## config.mk

```make
export PLATFORM = sky130hd
export DESIGN_NAME = pwrfail_guard
export DESIGN_NICKNAME = d
export VERILOG_FILES = /design/src/rtl/pfg_pkg.sv /design/src/rtl/pfg_sync.sv /design/src/rtl/pfg_recovery.sv /design/src/rtl/pfg_supply.sv /design/src/rtl/pwrfail_guard.sv
export SDC_FILE = /design/constraint.sdc
export NUM_CORES = 1
export LEC_CHECK = 0
export ABC_AREA = 1
export ABC_CLOCK_PERIOD_IN_PS = 1750
export BUFFER_PORTS_ARGS = -buffer_cell sky130_fd_sc_hd__buf_2
export CAP_MARGIN = 20
export CORE_ASPECT_RATIO = 0.6
export CORE_MARGIN = 5
export CORE_UTILIZATION = 46
export DETAILED_ROUTE_END_ITERATION = 16
export PLACE_DENSITY = 0.66
export SLEW_MARGIN = 15
export SYNTH_ARGS = -nofsm -noshare
export SYNTH_HDL_FRONTEND = slang
export SYNTH_SLANG_ARGS = --single-unit
```

## constraint.sdc

```tcl
create_clock -name clk -period 1.75 [get_ports clk]
set_input_delay 0.0875 -clock clk [delete_from_list [all_inputs] [get_ports clk]]
set_output_delay 0.0875 -clock clk [all_outputs]
set_load 0.1 [all_outputs]
```

## src/rtl/pfg_pkg.sv

```systemverilog
package pfg_pkg;
    typedef enum logic [1:0] {
        PF_FAIL    = 2'd0,
        PF_RECOVER = 2'd1,
        PF_RUN     = 2'd2
    } pf_state_e;

    localparam int unsigned SYN_PF = 0;
    localparam int unsigned SYN_SO = 1;
    localparam int unsigned SYN_BL = 2;
    localparam int unsigned SYN_W  = 3;
endpackage

```

## src/rtl/pfg_sync.sv

```systemverilog
module pfg_sync #(
    parameter int unsigned W = 3
) (
    input  logic         clk,
    input  logic         rst_n,
    input  logic [W-1:0] async_i,
    output logic [W-1:0] sync_o
);
    typedef struct packed {
        logic [W-1:0] s1;
        logic [W-1:0] s2;
    } syn_t;

    syn_t d, q;

    always_comb begin
        d    = q;
        d.s1 = async_i;
        d.s2 = q.s1;
    end

    always_ff @(posedge clk or negedge rst_n) begin
        if (!rst_n) q <= '0;
        else        q <= d;
    end

    assign sync_o = q.s2;
endmodule

```

## src/rtl/pfg_recovery.sv

```systemverilog
module pfg_recovery
    import pfg_pkg::*;
#(
    parameter int unsigned LIMIT = 35
) (
    input  logic clk,
    input  logic rst_n,
    input  logic pf_ok_i,
    output logic run_o
);
    localparam int unsigned CW = $clog2(LIMIT + 1);
    localparam logic [CW-1:0] LAST = CW'(LIMIT - 1);

    typedef struct packed {
        pf_state_e     st;
        logic [CW-1:0] cnt;
    } rec_t;

    rec_t d, q;

    always_comb begin
        d = q;
        case (q.st)
            PF_FAIL: begin
                if (pf_ok_i) begin
                    d.st  = PF_RECOVER;
                    d.cnt = '0;
                end
            end
            PF_RECOVER: begin
                if (!pf_ok_i) begin
                    d.st  = PF_FAIL;
                    d.cnt = '0;
                end else if (q.cnt == LAST) begin
                    d.st = PF_RUN;
                end else begin
                    d.cnt = q.cnt + 1'b1;
                end
            end
            PF_RUN: begin
                if (!pf_ok_i) d.st = PF_FAIL;
            end
            default: d.st = PF_FAIL;
        endcase
    end

    always_ff @(posedge clk or negedge rst_n) begin
        if (!rst_n) q <= '{st: PF_FAIL, cnt: '0};
        else        q <= d;
    end

    assign run_o = (q.st == PF_RUN);

    p_fail_on_drop_r2: assert property (@(posedge clk) disable iff (!rst_n)
        $fell(pf_ok_i) |=> (q.st == PF_FAIL));

    p_release_after_count_r3: assert property (@(posedge clk) disable iff (!rst_n)
        $rose(run_o) |-> ($past(q.st) == PF_RECOVER && $past(q.cnt) == LAST));

    p_dip_aborts_r4: assert property (@(posedge clk) disable iff (!rst_n)
        (q.st == PF_RECOVER && !pf_ok_i) |=> !run_o);
endmodule

```

## src/rtl/pfg_supply.sv

```systemverilog
module pfg_supply #(
    parameter bit LOW_VCC = 1'b0
) (
    input  logic clk,
    input  logic rst_n,
    input  logic pf_ok_i,
    input  logic so_ok_i,
    output logic link_o,
    output logic on_batt_o
);
    typedef struct packed {
        logic link;
    } sup_t;

    sup_t d, q;
    logic below_w;

    generate
        if (LOW_VCC) begin : g_lowv
            assign below_w = !so_ok_i && !pf_ok_i;
        end else begin : g_std
            assign below_w = !so_ok_i;
        end
    endgenerate

    always_comb begin
        d = q;
        if (pf_ok_i) d.link = 1'b1;
    end

    always_ff @(posedge clk or negedge rst_n) begin
        if (!rst_n) q <= '0;
        else        q <= d;
    end

    assign link_o    = q.link;
    assign on_batt_o = q.link && below_w;

    p_link_sticky_r7: assert property (@(posedge clk) disable iff (!rst_n)
        link_o |=> link_o);

    p_link_on_good_r7: assert property (@(posedge clk) disable iff (!rst_n)
        pf_ok_i |=> link_o);

    p_batt_needs_low_so_r5: assert property (@(posedge clk) disable iff (!rst_n)
        on_batt_o |-> !so_ok_i);

    generate
        if (LOW_VCC) begin : g_lowv_chk
            p_lowv_both_low_r6: assert property (@(posedge clk) disable iff (!rst_n)
                on_batt_o |-> !pf_ok_i);
        end
    endgenerate
endmodule

```

## src/rtl/pwrfail_guard.sv

```systemverilog
module pwrfail_guard
    import pfg_pkg::*;
#(
    parameter int unsigned CLK_HZ  = 125_000_000,
    parameter int unsigned REC_MS  = 35,
    parameter bit          LOW_VCC = 1'b0
) (
    input  logic clk,
    input  logic rst_n,
    input  logic vcc_above_pf_i,
    input  logic vcc_above_so_i,
    input  logic batt_low_i,
    input  logic ce_n_i,
    input  logic oe_n_i,
    input  logic we_n_i,
    output logic ce_n_o,
    output logic oe_n_o,
    output logic we_n_o,
    output logic dq_oe_o,
    output logic reset_n_o,
    output logic on_battery_o,
    output logic batt_link_o,
    output logic batt_good_o
);
    localparam int unsigned REC_CYCLES = (CLK_HZ / 1000) * REC_MS;

    typedef struct packed {
        logic wblk;
    } top_t;

    logic [SYN_W-1:0] raw_w, syn_w;
    logic             run_w;
    logic             access_ok;
    top_t             d, q;

    assign raw_w[SYN_PF] = vcc_above_pf_i;
    assign raw_w[SYN_SO] = vcc_above_so_i;
    assign raw_w[SYN_BL] = batt_low_i;

    pfg_sync #(.W(SYN_W)) u_sync (
        .clk     (clk),
        .rst_n   (rst_n),
        .async_i (raw_w),
        .sync_o  (syn_w)
    );

    pfg_recovery #(.LIMIT(REC_CYCLES)) u_rec (
        .clk     (clk),
        .rst_n   (rst_n),
        .pf_ok_i (syn_w[SYN_PF]),
        .run_o   (run_w)
    );

    pfg_supply #(.LOW_VCC(LOW_VCC)) u_sup (
        .clk       (clk),
        .rst_n     (rst_n),
        .pf_ok_i   (syn_w[SYN_PF]),
        .so_ok_i   (syn_w[SYN_SO]),
        .link_o    (batt_link_o),
        .on_batt_o (on_battery_o)
    );

    assign access_ok = run_w && syn_w[SYN_PF];

    always_comb begin
        d = q;
        if (we_n_i)          d.wblk = 1'b0;
        else if (!access_ok) d.wblk = 1'b1;
    end

    always_ff @(posedge clk or negedge rst_n) begin
        if (!rst_n) q <= '0;
        else        q <= d;
    end

    assign ce_n_o      = ce_n_i || !access_ok;
    assign oe_n_o      = oe_n_i || !access_ok;
    assign we_n_o      = we_n_i || !access_ok || q.wblk;
    assign dq_oe_o     = access_ok && !ce_n_i && !oe_n_i && we_n_i;
    assign reset_n_o   = run_w;
    assign batt_good_o = !syn_w[SYN_BL];

    p_blocked_in_reset_r1: assert property (@(posedge clk) disable iff (!rst_n)
        !reset_n_o |-> (ce_n_o && oe_n_o && we_n_o && !dq_oe_o));

    p_write_stays_cut_r9: assert property (@(posedge clk) disable iff (!rst_n)
        ($past(!access_ok && !we_n_i) && !we_n_i) |-> we_n_o);

    p_no_read_while_write_r10: assert property (@(posedge clk) disable iff (!rst_n)
        !we_n_i |-> !dq_oe_o);
endmodule

```

==> summary.txt <==
Status
  • Outcome: completed

Clock network
  • H-tree depth: 2
  • Num CTS Buffers: 5
  • CTS tree: done
  • Worst-path clk slew: 0.06 ns
  • Clk root buf: clkbuf_8
  • Worst skew pair latency: 0.29 ns
  • CTS sink cnt: 33
  • Clock Path Buffers: 2

Worst setup path
  • Worst setup EP type: output pin
  • CP startpoint: u_rec.q[23]
  • Reg-to-Reg Start: u_rec.q[1]
  • CP startpoint kind: register
  • Crit path required time: roughly 1.7 ns
  • Crit path DAT: between 1.5 and 2 ns
  • R2R depth: 8
  • WS Path Type: reg -> out
  • Crit-path max FO: 3

Global route
  • First-pass GRT wire length: approximately 9000 um
  • Gr usage total: 0.1880
  • Total grt overflow: 0
  • Number of global-route vias before repair: 1834
  • Pin count of the biggest net entering global routing: 34
  • Initial antenna violation count: 0

Cells and area
  • Layout area overhead: 19.26%
  • Final #Nets: 333
  • Final Cell Area: 2534 um2
  • Non-Filler Instances: 387
  • ANT cells: 0
  • Final core utilization: 0.5609
  • Share of layout cells above drive strength 1: 0.2870

STA
  • Clk_skew: 0.006397 ns
  • # setup viols final: 0
  • Tcrit/Tclk final: 0.9699
  • Slew HR: 0.5033
  • Period minus WS final: 1.697 ns
  • Final Max Slew Viols: 0
  • Fmax: 0.5892 GHz
  • Setup WS post-layout: 0.05274 ns
  • Final hold vios: 0
  • RSZ-0062 raised after global routing: true
  • Fin Hold WS: ~0.35 ns
  • Least-Margin Pin Slew: 0.7451 ns

Routing
  • 1st-iter DRT viols: 100
  • DR DRC count: 0
  • DR pass1 iterations: 4
  • Vias per cell: about 5.1
  • Detail Route Antenna Nets: 0
  • Via count: 1976
  • Drt wl/cell: between 10 and 15 um
  • Routed WL: 5369 um

Placed design
  • Detailed Place HPWL: around 4000 um
  • Cells after DPL: 365
  • Final Wtd Congestion: approximately 0.95
  • Post-Place Setup Slack: 0.09020 ns
  • Port Buf Inserts: 15
  • Cell area after placement: about 2300 um2

Worst hold path
  • Worst hold path class: reg -> reg
  • Hold Startpoint: u_sync.d[0]
  • Hold path depth: 0

Synthesis
  • Synth cell types: 30
  • Syn nets: 298
  • Avg Cell Area, Syn: approximately 7.4 um2
  • #FFs+latches synth: 33
  • Sequential fraction of the synthesis area: 0.3887
  • Synth warn: 0
  • Cells after synthesis: between 200 and 300
  • Synthesized cell area: 2125 um2

Die
  • Starting Density: 0.4704
  • Core area: ~4500 um2
  • Die H: ~63 um
  • Core Rows: 19
  • Die Wd: 97.74 um
  • Io pins: 16
  • Die ar.: a little over 6000 um2

Power and ir drop
  • Power Dens Cells: 648.5 nW/um2
  • Leakage: 1.110 nW
  • Worst VDD drop: slightly below 0.4 mV

Run
  • Max-cap violation count: 0
## what timing repair did
action,CTS,global route
endpoints found under the setup margin,1,17
gates resized for setup,0,4
pin swaps,0,5
buffers inserted,1,8
cloned,0,0
hold endpoints to repair,37,0
hold buffers,5,0
## sequential cells by signal, summed over array words and instances (netlist names)
register       count
u_sync.d           3
u_sup.link_o       1
q                  1
u_sync.sync_o      3
u_rec.q           25
## cells by family (layout without fill, tap and decap cells)
| group | Yosys count | count (layout) | share of synthesized area |
|---|---|---|---|
| AND/OR/NAND/NOR | 188 | 188 | 0.4205 |
| XOR/XNOR | 3 | 3 | 0.01237 |
| adder cells (fa/ha/maj) | 2 | 2 | 0.01178 |
| flip-flops | 33 | 33 | 0.3887 |
| AO/OA/AOI/OAI | 24 | 24 | 0.07833 |
| buffers and inverters | 38 | 74 | 0.08833 |
## synthesized netlist by cell type
| master | instances | area (um2) |
|---|---|---|
| nand2_4 | 1 | 11.26 |
| o21ai_1 | 8 | 40.04 |
| clkinv_1 | 1 | 3.750 |
| buf_6 | 1 | 11.26 |
| buf_12 | 2 | 40.04 |
| nor4_1 | 1 | 6.260 |
| nand2_1 | 86 | 322.8 |
| inv_2 | 6 | 22.52 |
| clkbuf_1 | 1 | 3.750 |
| nand3_1 | 21 | 105.1 |
| nand4_4 | 1 | 21.27 |
| buf_4 | 1 | 7.510 |
| buf_2 | 1 | 5.000 |
| o31ai_1 | 1 | 7.510 |
| a31oi_1 | 1 | 6.260 |
| inv_1 | 25 | 93.84 |
| or2_2 | 4 | 25.02 |
| nor2_4 | 4 | 45.04 |
| nor2_2 | 9 | 56.30 |
| nand2_2 | 14 | 87.58 |
| nor3_1 | 2 | 10.01 |
| o21ai_0 | 2 | 10.01 |
| nand4_1 | 12 | 75.07 |
| nor3b_1 | 1 | 7.510 |
| o21bai_1 | 2 | 15.01 |
| xor2_1 | 3 | 26.28 |
| dfrtp_1 | 33 | 825.8 |
| nor2_1 | 32 | 120.1 |
| ha_1 | 2 | 25.02 |
| o21ai_2 | 10 | 87.58 |
## routing by layer
metal / track usage / routed length, um
met2: 0.2483 / 2095
met4: 0.05699 / 65
met3: 0.05351 / 546
met1: 0.2899 / 2661
met5: 0 / 0
## cell type report
type	instances	area, um2
clock buffers	7	96.34
clock inverters	1	5.005
fillers	457	1983
inverters	32	120.1
multi-input cells	217	1145
flip-flops and latches	33	828.3
well taps	63	78.83
repair buffers	34	260.3
## power breakdown
group / switching [mW] / internal, mW
clock: 0.286 / 0.355
combinational: 0.136 / 0.0656
sequential: 0.0171 / 0.782
total: 0.440 / 1.20
## critical path: stages (launching register included)
cell and delay (ns):
dfrtp_2 0.43, nor2_4 0.14, nand2_2 0.07, buf_4 0.14
or2_2 0.26, clkbuf_4 0.28
## layout by cell type, fill, tap and decap left out
master,Yosys,layout
nor2_4,4,6
buf_12,2,2
inv_2,6,6
clkinv_2,0,1
a31oi_1,1,1
dlygate4sd3_1,0,5
dfrtp_2,0,2
o21ai_0,2,2
nand2_1,86,84
o31ai_1,1,1
clkinv_1,1,1
o21bai_1,2,2
buf_4,1,13
nor4_1,1,1
nand2_4,1,1
ha_2,0,1
nand2_2,14,16
nor2_1,32,31
xor2_1,3,3
clkbuf_8,0,7
nand4_4,1,1
o21ai_1,8,8
ha_1,2,1
or2_4,0,1
nand3_1,21,21
nor2_2,9,8
nand4_1,12,12
o21ai_2,10,10
clkbuf_4,0,1
inv_1,25,25
or2_2,4,3
nor3b_4,0,1
dfrtp_1,33,31
buf_2,1,13
nor3_1,2,2
## worst paths after layout
check / to / slack (ns)
max: ce_n_o / 0.05
min reg2reg: u_sync.sync_o[0] / 0.35
max reg2reg: u_rec.q[3] / 0.10
min: u_sync.sync_o[0] / 0.35
min in group asynchronous: u_rec.q[9] / 0.39
max in group asynchronous: u_rec.q[23] / 0.82
## per-stage QoR
stage	TNS, ns	total power, mW
after global placement	0	0.9823
final	0	1.643
after global routing	-0.04885	1.716
after CTS	0	1.635
after detailed placement	0	0.9835
after floorplan	-0.7304	0.9389
(Power assumes the default switching activity.)
